`src/rtl/ptm_pkg.sv`:
```
package ptm_pkg;
  typedef enum logic [1:0] {
    ACT_NONE   = 2'b00,
    ACT_TOGGLE = 2'b01,
    ACT_CLEAR  = 2'b10,
    ACT_SET    = 2'b11
  } pin_act_e;
endpackage

```
`src/rtl/ptm_shadow_reg.sv`:
```
// Written copy plus in-use copy of one programmable value.
module ptm_shadow_reg #(
  parameter int W        = 16,
  parameter bit RST_ONES = 1'b0
) (
  input  logic         clk,
  input  logic         rst_n,
  input  logic         wr,
  input  logic [W-1:0] wdata,
  input  logic         defer,
  input  logic         commit,
  output logic [W-1:0] shadow_q,
  output logic [W-1:0] active_q
);
  localparam logic [W-1:0] RST_VAL = {W{RST_ONES}};

  logic imm_take;
  assign imm_take = wr && !defer;

  always_ff @(posedge clk or negedge rst_n) begin
    if (!rst_n) begin
      shadow_q <= RST_VAL;
      active_q <= RST_VAL;
    end else begin
      if (wr) shadow_q <= wdata;
      if (imm_take)    active_q <= wdata;
      else if (commit) active_q <= shadow_q;
    end
  end

  // a deferred write leaves the in-use copy alone until commit
  p_defer_hold_r5: assert property (@(posedge clk) disable iff (!rst_n)
    (wr && defer && !commit) |=> (active_q == $past(active_q)));
  // commit moves the written copy into use
  p_commit_r5: assert property (@(posedge clk) disable iff (!rst_n)
    (commit && !wr) |=> (active_q == $past(shadow_q)));
  // an immediate write is in use on the next clock
  p_immediate_r4: assert property (@(posedge clk) disable iff (!rst_n)
    (wr && !defer) |=> (active_q == $past(wdata)));
endmodule

```
`src/rtl/ptm_counter.sv`:
```
// Combined counter + prescaler with reload, step and forced loads.
module ptm_counter #(
  parameter int CNT_W = 16,
  parameter int PRE_W = 8,
  localparam int TOT_W = CNT_W + PRE_W
) (
  input  logic             clk,
  input  logic             rst_n,
  input  logic             run,
  input  logic             count_up,
  input  logic             val_wr,
  input  logic [TOT_W-1:0] val_data,
  input  logic             force_en,
  input  logic             ld_wr,
  input  logic [CNT_W-1:0] ld_val,
  input  logic             ps_wr,
  input  logic [PRE_W-1:0] ps_val,
  input  logic [CNT_W-1:0] ld_act,
  input  logic [PRE_W-1:0] ps_act,
  input  logic [CNT_W-1:0] ld_sh,
  input  logic [PRE_W-1:0] ps_sh,
  output logic [CNT_W-1:0] cnt_q,
  output logic [PRE_W-1:0] pre_q,
  output logic             at_end,
  output logic             timeout
);
  function automatic logic [TOT_W-1:0] step_down(
    input logic [CNT_W-1:0] c, input logic [PRE_W-1:0] p,
    input logic [PRE_W-1:0] p_reload);
    if (p == '0) return {c - 1'b1, p_reload};
    return {c, p - 1'b1};
  endfunction

  function automatic logic [TOT_W-1:0] step_up(
    input logic [CNT_W-1:0] c, input logic [PRE_W-1:0] p,
    input logic [PRE_W-1:0] p_limit);
    if (p == p_limit) return {c + 1'b1, {PRE_W{1'b0}}};
    return {c, p + 1'b1};
  endfunction

  function automatic logic reached_end(
    input logic up, input logic [CNT_W-1:0] c, input logic [PRE_W-1:0] p,
    input logic [CNT_W-1:0] l, input logic [PRE_W-1:0] pl);
    if (up) return (c == l) && (p == pl);
    return (c == '0) && (p == '0);
  endfunction

  logic [TOT_W-1:0] nxt;
  logic             forced;

  assign at_end  = reached_end(count_up, cnt_q, pre_q, ld_act, ps_act);
  assign timeout = run && at_end;
  assign forced  = force_en && (ld_wr || ps_wr);

  always_comb begin
    nxt = {cnt_q, pre_q};
    if (val_wr) begin
      nxt = val_data;
    end else if (forced) begin
      nxt = {(ld_wr ? ld_val : cnt_q), (ps_wr ? ps_val : pre_q)};
    end else if (run) begin
      if (at_end) nxt = count_up ? {TOT_W{1'b0}} : {ld_sh, ps_sh};
      else if (count_up) nxt = step_up(cnt_q, pre_q, ps_act);
      else nxt = step_down(cnt_q, pre_q, ps_act);
    end
  end

  always_ff @(posedge clk or negedge rst_n) begin
    if (!rst_n) {cnt_q, pre_q} <= '0;
    else        {cnt_q, pre_q} <= nxt;
  end

  // down-count reload from the written load/prescale values
  p_down_reload_r2: assert property (@(posedge clk) disable iff (!rst_n)
    (timeout && !count_up && !val_wr && !forced) |=> ({cnt_q, pre_q} == $past({ld_sh, ps_sh})));
  // up-count restarts at zero after time-out
  p_up_restart_r3: assert property (@(posedge clk) disable iff (!rst_n)
    (timeout && count_up && !val_wr && !forced) |=> ({cnt_q, pre_q} == '0));
  // direct value write wins on the next clock
  p_value_write_r6: assert property (@(posedge clk) disable iff (!rst_n)
    val_wr |=> ({cnt_q, pre_q} == $past(val_data)));
  // no run and no write means the count holds
  p_freeze_r11: assert property (@(posedge clk) disable iff (!rst_n)
    (!run && !val_wr && !forced) |=> $stable({cnt_q, pre_q}));
endmodule

```
`src/rtl/ptm_pin_action.sv`:
```
module ptm_pin_action
  import ptm_pkg::*;
(
  input  logic     clk,
  input  logic     rst_n,
  input  logic     fire,
  input  pin_act_e act,
  output logic     pin_q
);
  always_ff @(posedge clk or negedge rst_n) begin
    if (!rst_n) pin_q <= 1'b0;
    else if (fire) begin
      unique case (act)
        ACT_TOGGLE: pin_q <= !pin_q;
        ACT_CLEAR:  pin_q <= 1'b0;
        ACT_SET:    pin_q <= 1'b1;
        default:    pin_q <= pin_q;
      endcase
    end
  end

  p_toggle_r10: assert property (@(posedge clk) disable iff (!rst_n)
    (fire && act == ACT_TOGGLE) |=> (pin_q != $past(pin_q)));
  p_set_r10: assert property (@(posedge clk) disable iff (!rst_n)
    (fire && act == ACT_SET) |=> pin_q);
  p_hold_r10: assert property (@(posedge clk) disable iff (!rst_n)
    (!fire || act == ACT_NONE) |=> $stable(pin_q));
endmodule

```
`src/rtl/prescaled_period_timer.sv`:
```
module prescaled_period_timer
  import ptm_pkg::*;
#(
  parameter int CNT_W = 16,
  parameter int PRE_W = 8,
  localparam int TOT_W = CNT_W + PRE_W
) (
  input  logic             clk,
  input  logic             rst_n,
  input  logic             run_en,
  input  logic             count_up,
  input  logic             ld_defer,
  input  logic             match_defer,
  input  logic             snap_en,
  input  logic             stall_en,
  input  logic             rtc_en,
  input  logic             dbg_halt,
  input  logic [1:0]       pin_act,
  input  logic             load_wr,
  input  logic [CNT_W-1:0] load_data,
  input  logic             pscl_wr,
  input  logic [PRE_W-1:0] pscl_data,
  input  logic             value_wr,
  input  logic [TOT_W-1:0] value_data,
  input  logic             match_wr,
  input  logic [CNT_W-1:0] match_data,
  input  logic             pmatch_wr,
  input  logic [PRE_W-1:0] pmatch_data,
  output logic             timeout_o,
  output logic             match_o,
  output logic             pin_o,
  output logic [TOT_W-1:0] free_val_o,
  output logic [CNT_W-1:0] snap_cnt_o,
  output logic [PRE_W-1:0] snap_pre_o
);
  logic             frozen, tick, at_end, force_ld;
  logic [CNT_W-1:0] ld_sh, ld_act, m_sh, m_act, cnt_q;
  logic [PRE_W-1:0] ps_sh, ps_act, pm_sh, pm_act, pre_q;

  assign frozen   = stall_en && !rtc_en && dbg_halt;
  assign tick     = run_en && !frozen;
  assign force_ld = !ld_defer && !count_up;

  ptm_shadow_reg #(.W(CNT_W), .RST_ONES(1'b1)) u_load (
    .clk, .rst_n, .wr(load_wr), .wdata(load_data), .defer(ld_defer),
    .commit(timeout_o), .shadow_q(ld_sh), .active_q(ld_act));
  ptm_shadow_reg #(.W(PRE_W), .RST_ONES(1'b0)) u_pscl (
    .clk, .rst_n, .wr(pscl_wr), .wdata(pscl_data), .defer(ld_defer),
    .commit(timeout_o), .shadow_q(ps_sh), .active_q(ps_act));
  ptm_shadow_reg #(.W(CNT_W), .RST_ONES(1'b1)) u_match (
    .clk, .rst_n, .wr(match_wr), .wdata(match_data), .defer(match_defer),
    .commit(timeout_o), .shadow_q(m_sh), .active_q(m_act));
  ptm_shadow_reg #(.W(PRE_W), .RST_ONES(1'b1)) u_pmatch (
    .clk, .rst_n, .wr(pmatch_wr), .wdata(pmatch_data), .defer(match_defer),
    .commit(timeout_o), .shadow_q(pm_sh), .active_q(pm_act));

  ptm_counter #(.CNT_W(CNT_W), .PRE_W(PRE_W)) u_cnt (
    .clk, .rst_n, .run(tick), .count_up,
    .val_wr(value_wr), .val_data(value_data), .force_en(force_ld),
    .ld_wr(load_wr), .ld_val(load_data), .ps_wr(pscl_wr), .ps_val(pscl_data),
    .ld_act, .ps_act, .ld_sh, .ps_sh,
    .cnt_q, .pre_q, .at_end, .timeout(timeout_o));

  ptm_pin_action u_pin (
    .clk, .rst_n, .fire(timeout_o), .act(pin_act_e'(pin_act)), .pin_q(pin_o));

  assign match_o    = tick && (cnt_q == m_act) && (pre_q == pm_act);
  assign free_val_o = {cnt_q, pre_q};

  always_ff @(posedge clk or negedge rst_n) begin
    if (!rst_n) begin
      snap_cnt_o <= '0;
      snap_pre_o <= '0;
    end else if (timeout_o && snap_en) begin
      snap_cnt_o <= cnt_q;
      snap_pre_o <= pre_q;
    end
  end

  // snapshot captures the count seen at time-out
  p_snap_take_r9: assert property (@(posedge clk) disable iff (!rst_n)
    (timeout_o && snap_en) |=> ({snap_cnt_o, snap_pre_o} == $past(free_val_o)));
  p_snap_hold_r9: assert property (@(posedge clk) disable iff (!rst_n)
    !(timeout_o && snap_en) |=> $stable({snap_cnt_o, snap_pre_o}));
  // a stalled halt suppresses pulses
  p_halt_quiet_r11: assert property (@(posedge clk) disable iff (!rst_n)
    (stall_en && !rtc_en && dbg_halt) |-> (!timeout_o && !match_o));
  // match pair committed at time-out when no write collides
  p_match_commit_r8: assert property (@(posedge clk) disable iff (!rst_n)
    (timeout_o && !match_wr && !pmatch_wr) |=> ({m_act, pm_act} == $past({m_sh, pm_sh})));
  // time-out while counting down only at zero
  p_down_zero_r2: assert property (@(posedge clk) disable iff (!rst_n)
    (timeout_o && !count_up) |-> (free_val_o == '0));
endmodule

```
`config.mk`:
```
export PLATFORM = sky130hd
export DESIGN_NAME = prescaled_period_timer
export DESIGN_NICKNAME = d
export VERILOG_FILES = /design/src/rtl/ptm_pkg.sv /design/src/rtl/ptm_shadow_reg.sv /design/src/rtl/ptm_counter.sv /design/src/rtl/ptm_pin_action.sv /design/src/rtl/prescaled_period_timer.sv
export SDC_FILE = /design/constraint.sdc
export NUM_CORES = 1
export LEC_CHECK = 0
export BUFFER_PORTS_ARGS = -buffer_cell sky130_fd_sc_hd__clkbuf_2
export CELL_PAD_IN_SITES_DETAIL_PLACEMENT = 1
export CELL_PAD_IN_SITES_GLOBAL_PLACEMENT = 2
export CORE_UTILIZATION = 36
export DETAILED_ROUTE_END_ITERATION = 10
export GPL_TIMING_DRIVEN = 0
export PLACE_DENSITY = 0.92
export SYNTH_ARGS = -nofsm -noshare
export SYNTH_HDL_FRONTEND = slang
export SYNTH_SLANG_ARGS = --single-unit
export TNS_END_PERCENT = 30
```
`constraint.sdc`:
```
create_clock -name clk -period 4.2 [get_ports clk]
set_clock_uncertainty 0.05 [all_clocks]
set_input_delay 1.05 -clock clk [delete_from_list [all_inputs] [get_ports clk]]
set_output_delay 1.05 -clock clk [all_outputs]
set_load 0.01 [all_outputs]
```
==> impl_metrics.json <==
{
  "status": "complete, no violations",
  "final_max_slew_viol_count": 0,
  "hold_viol": 0,
  "synth-edff-count": 0,
  "drtPass1Iterations": 5,
  "yosys_warnings": 0,
  "cts_num_sinks": 145,
  "grt-ovfl-total": 0,
  "finalNonFillerCells": 1397,
  "area_delta_synth_final_pct": 20.27,
  "htree_levels": 4,
  "period_needed_ns": 4.104,
  "clock_latency_ns": 0.44,
  "synthTopCellsByArea": "dfstp_2, dfrtp_1, mux2_2",
  "cp_data_arrival_time_ns": 3.00,
  "dieWidth_um": 157.4,
  "grt_first_pass_wirelength_um": 49330,
  "period_share_pct": 97.72,
  "setup_viol": 0,
  "synthCells": 907,
  "path_delay_family": "simple AND/OR/NAND/NOR gates",
  "fin_ws_ns": 0.09562,
  "cts-root-buf": "clkbuf_16",
  "cp_num_buf_inv": 3,
  "avgSynthCellArea_sq_um": 9.587,
  "die_y_um": 157.4,
  "ir_drop_mv": 0.2852,
  "ys_ff_latch": 145,
  "antenna_found_initial": 0,
  "crit_start": "u_cnt.cnt_q[5]",
  "gp_congestion": 0.8996,
  "synth.net_count": 1002,
  "crit_chain": "clkbuf_1, xnor2_1, nand4_1, nor4_1, a21oi_2, buf_6, nor2_2, buf_2",
  "io_pins": 140,
  "synth_top_area_share_pct": 24.17,
  "coreArea_sq_um": 23610,
  "max_freq_mhz": 243.6,
  "crit_type": "flop to output pin",
  "cp_max_fo": 10,
  "fp-row-count": 56,
  "antenna_cells": 0,
  "routedWlPerCell_um": 22.91,
  "slowest_delay_ns": 0.62,
  "ys_types": 66,
  "worstHoldStart": "snap_cnt_o[15]",
  "clockBufferDepth": 2,
  "place_hpwl_um": 24010,
  "drive_gt1_share_pct": 33.40,
  "wl_um": 32010,
  "start_kind": "flop",
  "die_area_sq_um": 24780,
  "fin_nets": 1161,
  "p_leak_uw": 0.004255,
  "cts_hold_buffers": 0,
  "syn-cell-area_sq_um": 8696,
  "drtIter0Drc": 715,
  "post-place-ws_ns": -0.2000,
  "end_kind": "output pin",
  "async_flop_share_pct": 100.0,
  "dr_total_vias": 8240,
  "viasPerCell": 5.898,
  "drtAntennaViolNets": 0,
  "p_per_area_nw_per_um2": 405.1,
  "cts.clk_slew.worst_paths_ns": 0.07,
  "place_inst": 1362,
  "numCtsBuffers": 17,
  "worstPathRequired_ns": 3.10,
  "hold_class": "flop to flop",
  "hold_ws_ns": 0.4414,
  "worst_pin_slew_ns": 1.022,
  "tritoncts": "done",
  "grt_usage_pct": 26.78,
  "drc": 0,
  "grt_pass1_vias": 8440,
  "maxSlewHeadroom_pct": 30.90,
  "synth_flop_cell": "dfstp_2",
  "cpMaxStageDelayCell": "nor4_1",
  "grt_max_degree": 112,
  "crit-reg2reg-launch": "u_cnt.pre_q[0]",
  "ys_seq_area_share_pct": 42.88,
  "maxCapViolations": 0,
  "synth_area_leader_cell": "dfstp_2",
  "rsz0062_at_grt": "no",
  "start_util_pct": 36.83,
  "port_buffers": 135
}
-- layout make-up --
type,instances,area (sq um)
well taps,319,399.1
multi-input cells,659,4571
inverters,14,52.55
clock inverters,9,71.32
flip-flops and latches,145,3730
clock buffers,22,485.5
fillers,2766,13150
plain buffers,85,377.9
repair buffers,144,772.0
-- metrics by stage --
stage / total power [uW] / util [%] / cell area [sq um] / setup TNS, ns
detailed placement: 2733 / 41.53 / 9807 / -0.2000
CTS: 4225 / 44.02 / 10400 / 0
global route: 4410 / 44.29 / 10460 / 0
floorplan: 2327 / - / 8696 / 0
global placement: 2701 / 41.38 / 9771 / -32.22
finish: 4237 / 44.29 / 10460 / 0
-- path summary, 6_finish.rpt --
check	to	slack (ns)	depth (start not counted)
min in group asynchronous	u_cnt.cnt_q[11]	0.46	1
max in group asynchronous	u_cnt.pre_q[1]	2.76	2
worst max-delay path	timeout_o	0.1	8
worst min register to register	snap_cnt_o[15]	0.44	1
worst max register to register	u_cnt.cnt_q[10]	0.43	11
worst min-delay path	snap_cnt_o[15]	0.44	1
-- repair_timing --
item | CTS | global route
gates resized for setup | 9 | 10
hold endpoints to repair | 0 | 0
pin swaps | 1 | 1
buffers inserted | 2 | 6
setup endpoints to repair | 1 | 1
-- placed cells by master (no fill, tap or decap), types with 39 or more instances in the layout --
cell and count:
a31oi_1 56, clkbuf_1 63, clkbuf_2 134, dfrtp_1 64, dfstp_2 80, mux2_2 49, nand2_1 39, nand3_1 59
nor2_1 70, o21ai_0 72
-- state kept, by name, summed over array words and instances (netlist names), 16 cells and up --
signal            flops
snap_cnt_o           16
u_cnt.cnt_q          16
u_load.active_q      16
u_load.shadow_q      16
u_match.active_q     16
u_match.shadow_q     16
-- synthesized netlist by cell type (7+ instances only) --
library cell,n
clkbuf_1,65
a221oi_1,7
mux2_2,49
o31ai_1,9
nor2_1,71
o211ai_1,11
o221ai_1,8
o22ai_1,13
inv_1,12
nand4_1,22
nor4_1,11
nand3_1,59
dfstp_2,80
nand2_1,39
a211oi_1,9
or3_1,9
nor3_1,13
xnor2_1,37
a21o_1,7
buf_2,14
xor2_1,23
mux2_4,20
o21ai_0,73
a31oi_1,56
a21oi_1,22
dfrtp_1,65
-- report_power, final --
part | switching [uW] | total (uW) | internal (uW)
Combinational | 608 | 995 | 387
Clock | 658 | 1490 | 829
Sequential | 148 | 1760 | 1610
Total | 1410 | 4240 | 2820
-- worst register-to-register path, cell delays in order, from the launching register on --
cell       delay (ns)
dfrtp_1          0.40
buf_6            0.14
inv_1            0.09
ha_2             0.19
nor4b_4          0.33
nand3_1          0.41
o311a_1          0.42
clkbuf_1         0.25
and2_1           0.24
clkbuf_1         0.22
a2111oi_0        0.72
a21oi_1          0.16
-- metal layers --
layer	vias to the layer above	share of wire [%]	global-route usage [%]
met5	-	0	0
met4	0	3.4	11.14
met3	61	5.6	4.515
met2	318	46	42.35
met1	4172	45	36.10
li1	3689	-	-
-- logic make-up (layout without fill, tap and decap cells) --
group	Yosys count	count (layout)	synth area share, %
and+or+nand+nor	264	264	15.84
xor gates and xnor gates	60	60	6.043
buffers and inverters	103	274	4.906
DFF	145	145	42.88
adders and majority gates	6	6	0.8633
muxes	76	76	10.66
AOI/OAI and AO/OA	253	253	18.81
Note: power is estimated with default switching activity, not from simulation.
